**src/rtl/pbus_pkg.sv**
```systemverilog
package pbus_pkg;
  typedef enum logic [2:0] {
    ST_IDLE   = 3'd0,
    ST_STROBE = 3'd1,
    ST_REQ    = 3'd2,
    ST_ACK    = 3'd3,
    ST_HOLD   = 3'd4
  } cyc_state_t;
endpackage

```
**src/rtl/pbus_cycle_fsm.sv**
```systemverilog
module pbus_cycle_fsm
  import pbus_pkg::*;
#(
  parameter int ADDR_W = 18,
  parameter int DATA_W = 8
) (
  input  logic              clk,
  input  logic              rst_n,
  input  logic              cs_n,
  input  logic              rd_wr,
  input  logic              we_n,
  input  logic              dben_n,
  input  logic [ADDR_W-1:0] addr_in,
  input  logic [DATA_W-1:0] din,
  output logic              ta_n,
  output logic [DATA_W-1:0] dout,
  output logic              doe,
  output logic              req_valid,
  output logic              req_wr,
  output logic [ADDR_W-1:0] req_addr,
  output logic [DATA_W-1:0] req_wdata,
  input  logic              req_ready,
  input  logic [DATA_W-1:0] rsp_rdata
);
  cyc_state_t        st_q, st_d;
  logic [ADDR_W-1:0] addr_q;
  logic              rd_q;
  logic [DATA_W-1:0] wdata_q, rdata_q;
  logic              ld_cyc, ld_wd, ld_rd;
  logic              strobe_ok;

  assign strobe_ok = rd_q ? ~dben_n : ~we_n;

  always_comb begin
    st_d   = st_q;
    ld_cyc = 1'b0;
    ld_wd  = 1'b0;
    ld_rd  = 1'b0;
    case (st_q)
      ST_IDLE: begin
        if (!cs_n) begin
          st_d   = ST_STROBE;
          ld_cyc = 1'b1;
        end
      end
      ST_STROBE: begin
        if (cs_n) begin
          st_d = ST_IDLE;
        end else if (strobe_ok) begin
          st_d  = ST_REQ;
          ld_wd = ~rd_q;
        end
      end
      ST_REQ: begin
        if (cs_n) begin
          st_d = ST_IDLE;
        end else if (req_ready) begin
          st_d  = ST_ACK;
          ld_rd = rd_q;
        end
      end
      ST_ACK: st_d = ST_HOLD;
      ST_HOLD: begin
        if (cs_n) st_d = ST_IDLE;
      end
      default: st_d = ST_IDLE;
    endcase
  end

  always_ff @(posedge clk or negedge rst_n) begin
    if (!rst_n) begin
      st_q    <= ST_IDLE;
      addr_q  <= '0;
      rd_q    <= 1'b1;
      wdata_q <= '0;
      rdata_q <= '0;
    end else begin
      st_q <= st_d;
      if (ld_cyc) begin
        addr_q <= addr_in;
        rd_q   <= rd_wr;
      end
      if (ld_wd) wdata_q <= din;
      if (ld_rd) rdata_q <= rsp_rdata;
    end
  end

  assign req_valid = (st_q == ST_REQ) && !cs_n;
  assign req_wr    = ~rd_q;
  assign req_addr  = addr_q;
  assign req_wdata = wdata_q;
  assign ta_n      = (st_q != ST_ACK);
  assign dout      = rdata_q;
  assign doe       = rd_q && !cs_n && !dben_n && (st_q != ST_IDLE);
endmodule

```
**src/rtl/pbus_regfile.sv**
```systemverilog
module pbus_regfile #(
  parameter int                    ADDR_W    = 18,
  parameter int                    DATA_W    = 8,
  parameter int                    NREG      = 16,
  parameter int                    LAT_W     = 3,
  parameter logic [3:0][LAT_W-1:0] LAT_TABLE = {3'd6, 3'd4, 3'd2, 3'd1}
) (
  input  logic              clk,
  input  logic              rst_n,
  input  logic              req_valid,
  input  logic              req_wr,
  input  logic [ADDR_W-1:0] req_addr,
  input  logic [DATA_W-1:0] req_wdata,
  output logic              req_ready,
  output logic [DATA_W-1:0] rsp_rdata
);
  localparam int IDX_W = $clog2(NREG);

  logic [DATA_W-1:0] regs [NREG];
  logic [IDX_W-1:0]  idx;
  logic [1:0]        region;
  logic              in_range;
  logic [LAT_W-1:0]  lat, cnt_q, cnt_d;
  logic              commit;

  assign idx      = req_addr[IDX_W-1:0];
  assign region   = req_addr[IDX_W-1 -: 2];
  assign in_range = (req_addr < ADDR_W'(NREG));
  assign lat      = in_range ? LAT_TABLE[region] : LAT_W'(1);

  assign req_ready = req_valid && (cnt_q == (lat - LAT_W'(1)));
  assign commit    = req_ready && req_wr && in_range;
  assign cnt_d     = (req_valid && !req_ready) ? cnt_q + LAT_W'(1) : '0;

  always_ff @(posedge clk or negedge rst_n) begin
    if (!rst_n) cnt_q <= '0;
    else        cnt_q <= cnt_d;
  end

  for (genvar g = 0; g < NREG; g++) begin : g_reg
    logic wen;
    assign wen = commit && (idx == IDX_W'(g));
    always_ff @(posedge clk or negedge rst_n) begin
      if (!rst_n)   regs[g] <= '0;
      else if (wen) regs[g] <= req_wdata;
    end
  end

  assign rsp_rdata = in_range ? regs[idx] : '0;
endmodule

```
**src/rtl/pbus_slave.sv**
```systemverilog
module pbus_slave #(
  parameter int                    ADDR_W    = 18,
  parameter int                    DATA_W    = 8,
  parameter int                    NREG      = 16,
  parameter int                    LAT_W     = 3,
  parameter logic [3:0][LAT_W-1:0] LAT_TABLE = {3'd6, 3'd4, 3'd2, 3'd1}
) (
  input  logic              clk,
  input  logic              rst_n,
  input  logic              cs_n,
  input  logic              rd_wr,
  input  logic              we_n,
  input  logic              dben_n,
  input  logic [ADDR_W-1:0] addr,
  input  logic [DATA_W-1:0] din,
  output logic [DATA_W-1:0] dout,
  output logic              doe,
  output logic              ta_n
);
  logic              req_valid, req_wr, req_ready;
  logic [ADDR_W-1:0] req_addr;
  logic [DATA_W-1:0] req_wdata, rsp_rdata;

  pbus_cycle_fsm #(.ADDR_W(ADDR_W), .DATA_W(DATA_W)) u_fsm (
    .clk(clk), .rst_n(rst_n), .cs_n(cs_n), .rd_wr(rd_wr), .we_n(we_n),
    .dben_n(dben_n), .addr_in(addr), .din(din), .ta_n(ta_n), .dout(dout),
    .doe(doe), .req_valid(req_valid), .req_wr(req_wr), .req_addr(req_addr),
    .req_wdata(req_wdata), .req_ready(req_ready), .rsp_rdata(rsp_rdata)
  );

  pbus_regfile #(
    .ADDR_W(ADDR_W), .DATA_W(DATA_W), .NREG(NREG),
    .LAT_W(LAT_W), .LAT_TABLE(LAT_TABLE)
  ) u_regs (
    .clk(clk), .rst_n(rst_n), .req_valid(req_valid), .req_wr(req_wr),
    .req_addr(req_addr), .req_wdata(req_wdata), .req_ready(req_ready),
    .rsp_rdata(rsp_rdata)
  );
endmodule

```
**config.mk**
```make
export PLATFORM = sky130hd
export DESIGN_NAME = pbus_slave
export DESIGN_NICKNAME = d
export VERILOG_FILES = /design/src/rtl/pbus_pkg.sv /design/src/rtl/pbus_cycle_fsm.sv /design/src/rtl/pbus_regfile.sv /design/src/rtl/pbus_slave.sv
export SDC_FILE = /design/constraint.sdc
export NUM_CORES = 1
export LEC_CHECK = 0
export BUFFER_PORTS_ARGS = -buffer_cell sky130_fd_sc_hd__buf_2
export CAP_MARGIN = 40
export CORE_ASPECT_RATIO = 1.75
export CORE_UTILIZATION = 55
export DETAILED_ROUTE_END_ITERATION = 7
export PLACE_DENSITY = 0.8
export SLEW_MARGIN = 20
export SYNTH_ARGS = -nofsm -noshare
export SYNTH_HDL_FRONTEND = slang
export SYNTH_HIERARCHICAL = 1
export SYNTH_SLANG_ARGS = --single-unit
```
**constraint.sdc**
```tcl
create_clock -name clk -period 5.45 [get_ports clk]
set_clock_uncertainty 0.1 [all_clocks]
set_input_delay 0.8175 -clock clk [delete_from_list [all_inputs] [get_ports clk]]
set_output_delay 0.8175 -clock clk [all_outputs]
set_load 0.01 [all_outputs]
```
# ---- Word-level counts from Yosys, hierarchy flattened
# Cells that the tools add are included.
dict set report op_classes {
  shifts 0
  multipliers 0
  reduce_logical 31
  div_mod_pow 0
  mux 24
  eq_ne 25
  order_cmp 3
  n_bitwise 4
  addsub 2
}
# op n
set ops {}
lappend ops {{$bmux 8 s4} 1}
lappend ops {{$eq 4x4->1 const B} 8}
lappend ops {{$mux 3} 9}
lappend ops {{$logic_and 1x1->1} 24}
lappend ops {{$mux 8} 3}
lappend ops {{$lt 18x5->1 const B} 1}
lappend ops {{$eq 4x3->1 const B} 4}
lappend ops {{$pmux 3 s5} 1}
lappend ops {{$mux 1} 9}
lappend ops {{$ne 3x2->1 const B} 3}
lappend ops {{$eq 4x2->1 const B} 2}
lappend ops {{$bmux 3 s2} 1}
lappend ops {{$eq 3x2->1 const B} 2}
lappend ops {{$ge 5x5->1 const B} 1}
lappend ops {{$not 4->5} 1}
lappend ops {{$eq 4x1->1 const B} 1}
lappend ops {{$logic_not 4->1} 1}
lappend ops {{$ne 2x2->1 const B} 2}
lappend ops {{$reduce_and 4->1} 1}
lappend ops {{$add 3x1->3 const B} 1}
lappend ops {{$eq 3x1->1 const B} 1}
lappend ops {{$eq 3x3->1} 1}
lappend ops {{$eq 3x3->1 const B} 1}
lappend ops {{$logic_not 1->1} 3}
lappend ops {{5 further kinds} 7}
dict set report word_totals {
  mem_count 0
  reg_bits 169
  ram_bits 0
  latchBits 0
  mem_bits_ro 0
  inputBits 32
}

# ---- Logic depth before layout (Yosys ltp)
# Gate-level depths: netlist of the first run.
dict set report logic_depth {
  ltp_word 9
  depth_mapped 15
  mapped_depth_nobuf 12
}

# ---- Hierarchy
# Netlist of the first run, hierarchy kept.
# module area_per_inst_um2 instances cells_per_inst
set by_module_without_submodules {}
lappend by_module_without_submodules {pbus_regfile 6382.4 1 398}
lappend by_module_without_submodules {pbus_cycle_fsm 1496.4 1 96}

# ---- Worst setup path after synthesis of the first run
# Ideal clock, no wire load.
dict set report synth_timing {
  kind {register to register}
  from {register u_fsm.addr_q[17] (netlist: u_fsm/req_addr[17])}
  to {register u_fsm.rdata_q[0] (netlist: u_fsm/dout[0])}
  arrival_time_ps 3708
  path_stages_with_launch 16
  period_less_slack_ps 3935
  setup_time_ps 127
  slack_ps 1515
  path_buffers 4
  cell_sequence {dfrtp_1 -> nor4_1 -> nand4_2 -> buf_4 -> clkbuf_1 -> inv_1 -> nand2_1 -> ha_1 -> xor2_1 -> nand4_1 -> buf_4 -> a21oi_1 -> o21a_1 -> and3_1 -> buf_4 -> mux2_1}
}
dict set report synth_between {
  elab_chain_cells 8
  word_cells_on_any_way 9
  cone_classes {1 x add/sub; 1 x order compare; 1 x eq/ne; 5 x mux; 1 x reduce/logical}
}
# element line_no
set synth_rtl {}
lappend synth_rtl {{start: declaration} pbus_cycle_fsm.sv:26} ;# logic [ADDR_W-1:0] addr_q;
lappend synth_rtl {{start signal: assignment} pbus_cycle_fsm.sv:80} ;# addr_q <= addr_in;
lappend synth_rtl {{$lt 18x5->1} pbus_regfile.sv:28} ;# assign in_range = (req_addr < ADDR_W'(NREG));
lappend synth_rtl {{$mux 3} pbus_regfile.sv:29} ;# assign lat = in_range ? LAT_TABLE[region] : LAT_W'(1);
lappend synth_rtl {{$sub 3x1->3} pbus_regfile.sv:31} ;# assign req_ready = req_valid && (cnt_q == (lat - LAT_W'(1)));
lappend synth_rtl {{$eq 3x3->1} pbus_regfile.sv:31}
lappend synth_rtl {{$logic_and 1x1->1} pbus_regfile.sv:31}
lappend synth_rtl {{named net req_ready} pbus_slave.sv:20} ;# logic req_valid, req_wr, req_ready;
lappend synth_rtl {{$mux 1} pbus_cycle_fsm.sv:57} ;# end else if (req_ready) begin
lappend synth_rtl {{$mux 1} pbus_cycle_fsm.sv:55} ;# if (cs_n) begin
lappend synth_rtl {{$mux 1} pbus_cycle_fsm.sv:39} ;# case (st_q)
lappend synth_rtl {{end signal: assignment} pbus_cycle_fsm.sv:84} ;# if (ld_rd) rdata_q <= rsp_rdata;
lappend synth_rtl {{end: declaration} pbus_cycle_fsm.sv:28} ;# logic [DATA_W-1:0] wdata_q, rdata_q;
# The timed path passes the listed nets, and every way through them passes these cells.
# A chain may end at the register's enable or synchronous reset.

# ---- Final worst setup path of the first run
dict set report layout_timing {
  from {register u_fsm.addr_q[6] (netlist: u_fsm/req_addr[6])}
  to {register u_regs/regs[98] (netlist name)}
}
dict set report layout_between {
  elab_chain_cells 8
}
# element line_no
set layout_rtl {}
lappend layout_rtl {{$lt 18x5->1 (*)} pbus_regfile.sv:28}
lappend layout_rtl {{$mux 3} pbus_regfile.sv:29}
lappend layout_rtl {{$sub 3x1->3} pbus_regfile.sv:31}
lappend layout_rtl {{$eq 3x3->1} pbus_regfile.sv:31}
lappend layout_rtl {{$logic_and 1x1->1} pbus_regfile.sv:31}
lappend layout_rtl {{$logic_and 1x1->1} pbus_regfile.sv:32} ;# assign commit = req_ready && req_wr && in_range;
lappend layout_rtl {{$logic_and 1x1->1 (*)} pbus_regfile.sv:32}
lappend layout_rtl {{$logic_and 1x1->1 (*)} pbus_regfile.sv:42} ;# assign wen = commit && (idx == IDX_W'(g));
lappend layout_rtl {{end signal: indexed assignment} pbus_regfile.sv:45} ;# else if (wen) regs[g] <= req_wdata;
lappend layout_rtl {{end: declaration} pbus_regfile.sv:19} ;# logic [DATA_W-1:0] regs [NREG];
# Every way passes the cells marked *; elsewhere a longest branch is shown, timed or not.

==> impl_metrics.toml, run 1 <==
[timing]
fmaxAchievable_ghz = 0.233
finalCriticalPeriod_ps = 4300
worst_pin_slew_ps = 878
finalSetupTns_ps = 0
postLayoutSetupSlackWorst_ps = 1150
relSlewSlack_pct = 41.4
slew_violations = 0
setup_viol = 0
timing.final.crit_share_pct = 78.8
hold_violations = 0
grt_setup_unrepaired = "no"

[logic_synthesis]
synth_ff_type = "dfrtp_1"
ys_async_sr_fraction_pct = 100
yosysWarnings = 6
seq_area_frac_synth_pct = 53.7
yosysUniqueCellTypes = 41
synthCells = 494
synthesis.nets = 528
synth_area_leaders = "dfrtp_1 (53%), mux2_2 (18%), mux4_2 (9.1%), mux2_1 (4.9%), a2111oi_4 (4.5%)"
synth_edf_count = 0
synth_top_family_by_area = "multiplexers"
yosys.area_share.simple_pct = 3.54
synth_top_cell_area_share_pct = 53.4
synth_top_area_cell = "dfrtp_1"
synth.ff_latch_count = 169
synthesis.area_um2 = 7880
synthMuxAreaShare_pct = 32.4
synth_compound_area_share_pct = 7.75
synth_xor_area_share_pct = 0.445
syn_area_per_cell_um2 = 15.9
synthAdderAreaFrac_pct = 0.318

[detailed_routing]
detail_route.wl_per_cell_um = 23.4
drtIter0Drc = 233
route.detailed.drc = 0
wl_um = 17100
post_drt_via_cell_ratio = 6.23
drtAntennaViolNets = 0
drtPass1Iterations = 4
vias = 4547

[worst_setup_path]
cp_top_family = "simple AND/OR/NAND/NOR gates"
start_kind = "register"
slowest_delay_ps = 940
startpoint = "u_fsm/req_addr[6]$_DFFE_PN0P_"
path_class = "reg2reg"
cp_slowest_cell = "a2111oi_4"
reg2reg_setup_slack_ps = 1150
r2r-start = "u_fsm/req_addr[6]$_DFFE_PN0P_"
critPathArrivalTime_ps = 4490
cp_max_fo = 24
end_kind = "register"
path_buf_inv = 2
path_cells = "nor4_1 > nand4_2 > buf_4 > inv_1 > nand2_1 > ha_1 > xor2_1 > nand4_1 > a2111oi_4 > mux2_2"
required_ps = 5650

[clocking]
clkTransAtPathRegs_ps = 70
cts_root_buf = "clkbuf_16"
cts.path.max_buffers = 2
cts_setup_buffers = 0
cts_buffers = 17
cts_resized = 0
cts_tree = "yes"
cts_htree_levels = 4
postCtsHoldBufs = 0
clock-sinks = 169
clk_latency_ps = 420

[finish]
fillers = 977
layout_commonest_cell = "dfrtp_1"
seqCellArea_um2 = 4230
layout_common_cells = "dfrtp_1 (167), mux2_2 (128), buf_2 (40)"
n_antenna_cell = 0
nNetsFinal = 574
utilization_pct = 64.4
area_delta_synth_final_pct = 13.6
multi_input_area_um2 = 3510
drive_above_1_share_pct = 48.6

[die]
die_height_um = 160
die_x_um = 92.5
core_um2 = 13900
die_area_um2 = 14800
pin_count = 42
initial_core_util_pct = 56.7
rows = 57

[grt]
grt_overflow = 0
grt_pass1_vias = 5147
grtUsageTotal_pct = 25.2
grt_pass1_wl_um = 28000
antenna_found_initial = 0
grt_max_degree = 67

[power]
vdd_drop_max_v = 0.000198
power_density_nw_per_um2 = 367
leakagePower_nw = 4.07

[flow_run]
cap_violations = 0

[run_status]
status = "complete, no violations"

[worst_hold_path]
worstHoldPathType = "in2async"

[placed_design]
hpwl_um = 11400
gp_congestion = 0.894
port_buffers = 41
dp_slack_ps = 1170
state kept, by name, summed over array words and instances (netlist names):
signal	cells
u_regs/cnt_q	3
u_fsm/req_wdata	8
u_fsm/req_addr	18
u_fsm/st_q	3
u_fsm/rd_q	1
u_fsm/dout	8
u_regs/regs	128
final timing paths:
path                                           endpoint  cells past startpoint
setup / recovery            u_regs/regs[98]$_DFFE_PN0P_                     10
hold / removal             u_regs/regs[121]$_DFFE_PN0P_                      1
setup reg to reg            u_regs/regs[98]$_DFFE_PN0P_                     10
hold reg to reg               u_fsm/dout[2]$_DFFE_PN0P_                      1
max in group asynchronous        u_fsm/rd_q$_DFFE_PN1P_                      3
min in group clk              u_fsm/dout[2]$_DFFE_PN0P_                      1
cell families (layout without fill, tap and decap cells):
logic type,Yosys count,after routing
AND/OR/NAND/NOR,45,45
buffers and inverters,32,91
flip-flops,169,169
adder cells (fa/ha/maj),2,2
multiplexers,195,195
XOR/XNOR,4,4
AO/OA/AOI/OAI,47,47
synth_stat cells (5+ instances only):
cell and count:
dfrtp_1 168, mux2_2 128, mux2_1 34, mux4_2 32, a22oi_1 16, clkbuf_1 16, a2111oi_4 13, a21oi_1 10
nand2_1 8, nor4_1 6, buf_4 5, nor3_1 5
routing by layer:
| metal | GRT usage (%) | share of wire (%) | wire length [um] |
|---|---|---|---|
| met5 | 0 | 0 | 0 |
| met3 | 5.11 | 3.3 | 572 |
| met1 | 28.6 | 38 | 6430 |
| met4 | 12.5 | 3.9 | 669 |
| met2 | 44.4 | 55 | 9420 |
stage by stage:
step	std cells	instance area, um^2	total power [mW]	hold WS, ps
final	730	8950	3.29	204
after detailed placement	694	8270	2.07	373
after global placement	694	8270	2.04	369
after global routing	730	8950	3.42	228
after CTS	726	8880	3.30	210
after floorplan	494	7880	1.87	356
power breakdown:
part / internal (mW) / switching [mW] / total, mW
Sequential: 1.35 / 0.255 / 1.60
Clock: 0.738 / 0.493 / 1.23
Combinational: 0.201 / 0.250 / 0.451
area by class of cell:
| type | instances | area share (%) |
|---|---|---|
| timing repair buffer | 56 | 4.04 |
| multi-input combinational | 293 | 39.2 |
| inverter | 3 | 0.126 |
| clock inverter | 13 | 1.90 |
| sequential | 169 | 47.3 |
| clock buffer | 19 | 4.95 |
| tap | 177 | 2.47 |
(Power assumes the default switching activity.)
==> inputs of run 2 (changes only) <==
==> constraint.sdc (replaced) <==
create_clock -name clk -period 4.1 [get_ports clk]
set_clock_uncertainty 0.1 [all_clocks]
set_input_delay 0.615 -clock clk [delete_from_list [all_inputs] [get_ports clk]]
set_output_delay 0.615 -clock clk [all_outputs]
set_load 0.01 [all_outputs]
==> impl_metrics.toml, run 2 (synthesis gave the netlist of run 1 again) <==
[worst_hold_path]
whs_path_depth = 3
worstHoldPathType = "in2reg"

[finish]
nNetsFinal = 584
layout_commonest_cell = "dfrtp_1"
utilization_pct = 64.6
area_delta_synth_final_pct = 14.0
layout_common_cells = "dfrtp_1 (167), mux2_2 (128), buf_2 (40)"
largest_register_ffs = 128
fillers = 983
top_register = "u_regs/regs"
drive_above_1_share_pct = 49.6
n_antenna_cell = 0

[grt]
grt_pass1_vias = 5232
antenna_found_initial = 0
grtUsageTotal_pct = 25.1
grt_max_degree = 71
grt_pass1_wl_um = 27800
grt_overflow = 0

[placed_design]
dp_slack_ps = 371
port_buffers = 41
hpwl_um = 11600
gp_congestion = 0.856

[detailed_routing]
vias = 4640
post_drt_via_cell_ratio = 6.27
dr_wl_met2_um = 9220
wl_met1_um = 6210
detail_route.wl_per_cell_um = 22.7
drtAntennaViolNets = 0
highest-signal-layer = "met4"
wl_met3_um = 747
route.detailed.drc = 0
drtIter0Drc = 323
drtPass1Iterations = 4
wl_um = 16800

[clocking]
cts_htree_levels = 4
clk_latency_ps = 430
cts_resized = 0
clock-sinks = 169
cts_tree = "yes"
cts_buffers = 17
cts_root_buf = "clkbuf_16"
clkTransAtPathRegs_ps = 70
cts.path.max_buffers = 2

[worst_setup_path]
end_kind = "register"
cp_max_fo = 8
path_cells = "nor4_1 > nand4_2 > inv_1 > nand2_1 > ha_1 > xor2_1 > nand4_1 > buf_4 > a2111oi_4 > mux2_2"
required_ps = 4310
cp_slowest_cell = "a2111oi_4"
reg2reg_depth = 10
path_class = "reg2reg"
slowest_delay_ps = 750
critPathArrivalTime_ps = 4020
start_kind = "register"

[timing]
setup_viol = 0
fmaxAchievable_ghz = 0.263
finalSetupTns_ps = 0
grt_setup_unrepaired = "no"
timing.final.crit_share_pct = 92.8
hold_violations = 0
worst_pin_slew_ps = 795
postLayoutSetupSlackWorst_ps = 296
slew_violations = 0
finalCriticalPeriod_ps = 3800
relSlewSlack_pct = 47.0

[die]
pin_count = 42
rows = 57
initial_core_util_pct = 56.7
die_height_um = 160
die_x_um = 92.5
die_area_um2 = 14800
core_um2 = 13900

[power]
leakagePower_nw = 4.10
power_density_nw_per_um2 = 474
vdd_drop_max_v = 0.000329
total_power_mw = 4.25

[flow_run]
cap_violations = 0

[run_status]
status = "complete, no violations"
[run 2: worst max-delay path: cells and delay by family (launching register included)]
family          cells  cell delay, ps
flops               1             380
compound gates      1             750
simple gates        4            1070
fa+ha+maj           1             310
mux                 1             430
buf+inv             2             330
xor+xnor            1             310
[run 2: timing repair]
action	in CTS	in global routing
buffers inserted	0	0
hold endpoints to repair	33	0
hold buffers	1	0
[run 2: path summary, 6_finish.rpt]
kind | start | endpoint | slack (ps)
max in group asynchronous | rst_n | u_regs/regs[74]$_DFFE_PN0P_ | 2660
setup reg to reg | u_fsm/req_addr[7]$_DFFE_PN0P_ | u_regs/regs[32]$_DFFE_PN0P_ | 300
setup / recovery | u_fsm/req_addr[7]$_DFFE_PN0P_ | u_regs/regs[32]$_DFFE_PN0P_ | 300
min in group asynchronous | rst_n | u_fsm/req_addr[1]$_DFFE_PN0P_ | 540
hold reg to reg | u_fsm/req_addr[12]$_DFFE_PN0P_ | u_fsm/req_addr[12]$_DFFE_PN0P_ | 390
hold / removal | rd_wr | u_fsm/rd_q$_DFFE_PN1P_ | 280
[run 2: layer usage]
metal / global-route usage, % / up-vias
met5: 0 / -
met4: 12.3 / 0
met3: 4.83 / 45
met2: 44.0 / 140
met1: 29.1 / 2449
li1: - / 2006
[run 2: through the flow]
stage	cells	instance area, um^2	hold WS [ps]
floorplan	494	7880	219
global placement	705	8360	368
detailed placement	707	8410	380
CTS	740	8980	275
global route	740	8980	286
finish	740	8980	279
[run 2: area by class of cell]
| cell class | count | area (um^2) | area share, % |
|---|---|---|---|
| clock buffers | 19 | 453 | 5.04 |
| repair buffers | 66 | 447 | 4.97 |
| inverters | 3 | 11.3 | 0.125 |
| well taps | 177 | 221 | 2.47 |
| flip-flops and latches | 169 | 4230 | 47.1 |
| clock inverters | 13 | 108 | 1.20 |
| multi-input cells | 293 | 3510 | 39.1 |
[run 2: power by group]
group          internal (mW)  switching, mW  total [mW]  leakage [nW]
Sequential              1.79          0.321        2.11          2.30
Combinational          0.283          0.349       0.633          1.53
Clock                  0.820          0.687        1.51         0.265
Total                   2.90           1.36        4.25          4.10
==> inputs of run 3 (changes only) <==
--- a/config.mk
+++ b/config.mk
@@ -10,6 +10,7 @@
 export CORE_ASPECT_RATIO = 1.75
 export CORE_UTILIZATION = 55
 export DETAILED_ROUTE_END_ITERATION = 7
+export GPL_ROUTABILITY_DRIVEN = 0
 export PLACE_DENSITY = 0.8
 export SLEW_MARGIN = 20
 export SYNTH_ARGS = -nofsm -noshare
==> constraint.sdc (replaced) <==
create_clock -name clk -period 4.1 [get_ports clk]
set_clock_uncertainty 0.1 [all_clocks]
set_input_delay 0.82 -clock clk [delete_from_list [all_inputs] [get_ports clk]]
set_output_delay 0.82 -clock clk [all_outputs]
set_load 0.01 [all_outputs]
==> impl_metrics.toml, run 3 (synthesis gave the netlist of run 1 again) <==
[power]
vdd_drop_max_v = 0.000252
pwr-share-comb_pct = 15.6
switching_share_pct = 30.9
seqPwrFrac_pct = 47.9
p_switching_mw = 1.35
pwr-share-clk_pct = 36.5
power_density_nw_per_um2 = 484
p_int_mw = 3.03
leakagePower_nw = 4.13

[clocking]
cts_setup_buffers = 0
cts_buffers = 17
clkTransAtPathRegs_ps = 60
clock-sinks = 169
cts.path.max_buffers = 2
cts_resized = 0
cts_htree_levels = 4
cts_tree = "yes"
clk_latency_ps = 420
cts_root_buf = "clkbuf_16"
postCtsHoldBufs = 0

[worst_setup_path]
r2r-start = "u_fsm/req_addr[7]$_DFFE_PN0P_"
slowest_delay_ps = 730
reg2reg_depth = 10
r2r_end = "u_regs/regs[45]$_DFFE_PN0P_"
path_cells = "nor4_1 > nand4_2 > inv_1 > nand2_1 > ha_1 > xor2_1 > nand4_1 > buf_4 > a2111oi_4 > mux2_2"
cp_slowest_cell = "a2111oi_4"
end_kind = "register"
path_class = "reg2reg"
start_kind = "register"
required_ps = 4300
reg2reg_setup_slack_ps = 440
critPathArrivalTime_ps = 3860
cp_max_fo = 8

[timing]
relSlewSlack_pct = 48.8
timing.final.crit_share_pct = 89.2
holdWs_ps = 112
finalCriticalPeriod_ps = 3660
hold_violations = 0
fmaxAchievable_ghz = 0.273
setup_viol = 0
grt_setup_unrepaired = "no"
worst_pin_slew_ps = 763
slew_violations = 0
finalSetupTns_ps = 0

[finish]
layout_commonest_cell = "dfrtp_1"
multi_input_area_um2 = 3510
nNetsFinal = 587
top_register = "u_regs/regs"
n_antenna_cell = 0
area_delta_synth_final_pct = 14.8
seqCellArea_um2 = 4230
layout_common_cells = "dfrtp_1 (167), mux2_2 (128), buf_2 (40)"
drive_above_1_share_pct = 49.7
largest_register_ffs = 128
finish.instance_area_um2 = 9040
fillers = 944

[detailed_routing]
post_drt_via_cell_ratio = 6.30
drtAntennaViolNets = 0
vias = 4671
drtPass1Iterations = 4
detail_route.wl_per_cell_um = 23.2
wl_um = 17200
drtIter0Drc = 318
route.detailed.drc = 0

[grt]
antenna_found_initial = 0
grt_pass1_wl_um = 27900
grtUsageTotal_pct = 25.4
grt_overflow = 0
grt_max_degree = 91
grt_pass1_vias = 5094

[placed_design]
postPlaceCellArea_um2 = 8410
hpwl_um = 11500
port_buffers = 41

[die]
die_height_um = 160
initial_core_util_pct = 56.7
rows = 57
pin_count = 42
core_um2 = 13900
die_area_um2 = 14800
die_x_um = 92.5

[run_status]
status = "complete, no violations"

[worst_hold_path]
worstHoldPathType = "in2async"

[flow_run]
cap_violations = 0
-- run 3: changes by cell type in the layout (fill, tap and decap cells not counted), sizes merged --
cell and change:
clkinv -1, clkbuf +1, inv -2, dlygate4sd3 -1, bufinv +2, buf +4, clkinvlp -1
-- run 3: area by class of cell --
class                   count  share of cell area [%]
well taps                 177                    2.45
inverters                   3                   0.125
repair buffers             69                    5.24
flip-flops and latches    169                    46.8
multi-input cells         293                    38.8
clock inverters            11                    1.52
clock buffers              20                    5.05
-- run 3: metrics by stage --
step / setup slack (ps) / total power, mW / util, % / cells
2_1_floorplan: 165 / 2.49 / - / 494
3_3_place_gp: 538 / 2.74 / 60.3 / 708
3_5_place_dp: 442 / 2.80 / 60.4 / 709
4_1_cts: 422 / 4.40 / 64.7 / 740
5_1_grt: 219 / 4.56 / 65.0 / 742
6_report: 442 / 4.38 / 65.0 / 742
-- run 3: power by group through the flow --
| stage | Clock, mW | Sequential [mW] | Combinational [mW] |
|---|---|---|---|
| after floorplan | 0 | 1.92 | 0.571 |
| after global placement | 0 | 2.18 | 0.561 |
| after detailed placement | 0 | 2.15 | 0.652 |
| after CTS | 1.63 | 2.12 | 0.654 |
| after global routing | 1.70 | 2.13 | 0.727 |
| final | 1.60 | 2.10 | 0.681 |
-- run 3: how the worst max path moves through the flow --
stage / startpoint / endpoint / slack, ps / depth (start not counted)
2_1_floorplan: u_fsm/req_addr[17]$_DFFE_PN0P_ / u_fsm/dout[0]$_DFFE_PN0P_ / 160 / 15
3_3_place_gp: u_fsm/req_addr[7]$_DFFE_PN0P_ / u_regs/regs[62]$_DFFE_PN0P_ / 540 / 10
3_5_place_dp: u_fsm/req_addr[7]$_DFFE_PN0P_ / u_regs/regs[34]$_DFFE_PN0P_ / 440 / 10
4_1_cts: u_fsm/req_addr[7]$_DFFE_PN0P_ / u_regs/regs[34]$_DFFE_PN0P_ / 420 / 10
5_1_grt: u_fsm/req_addr[7]$_DFFE_PN0P_ / u_fsm/dout[6]$_DFFE_PN0P_ / 220 / 11
6_report: u_fsm/req_addr[7]$_DFFE_PN0P_ / u_regs/regs[45]$_DFFE_PN0P_ / 440 / 10
-- run 3: layer usage --
metal	global-route usage, %	wire [um]
met4	11.2	589
met5	0	0
met3	5.45	553
met2	44.3	9400
met1	29.7	6700
-- run 3: critical path, delay by kind of cell (launching register included) --
family,cells,cell delay [ps]
buf+inv,2,320
flops,1,380
fa+ha+maj,1,290
mux,1,410
simple gates,4,1010
xor+xnor,1,280
compound gates,1,730
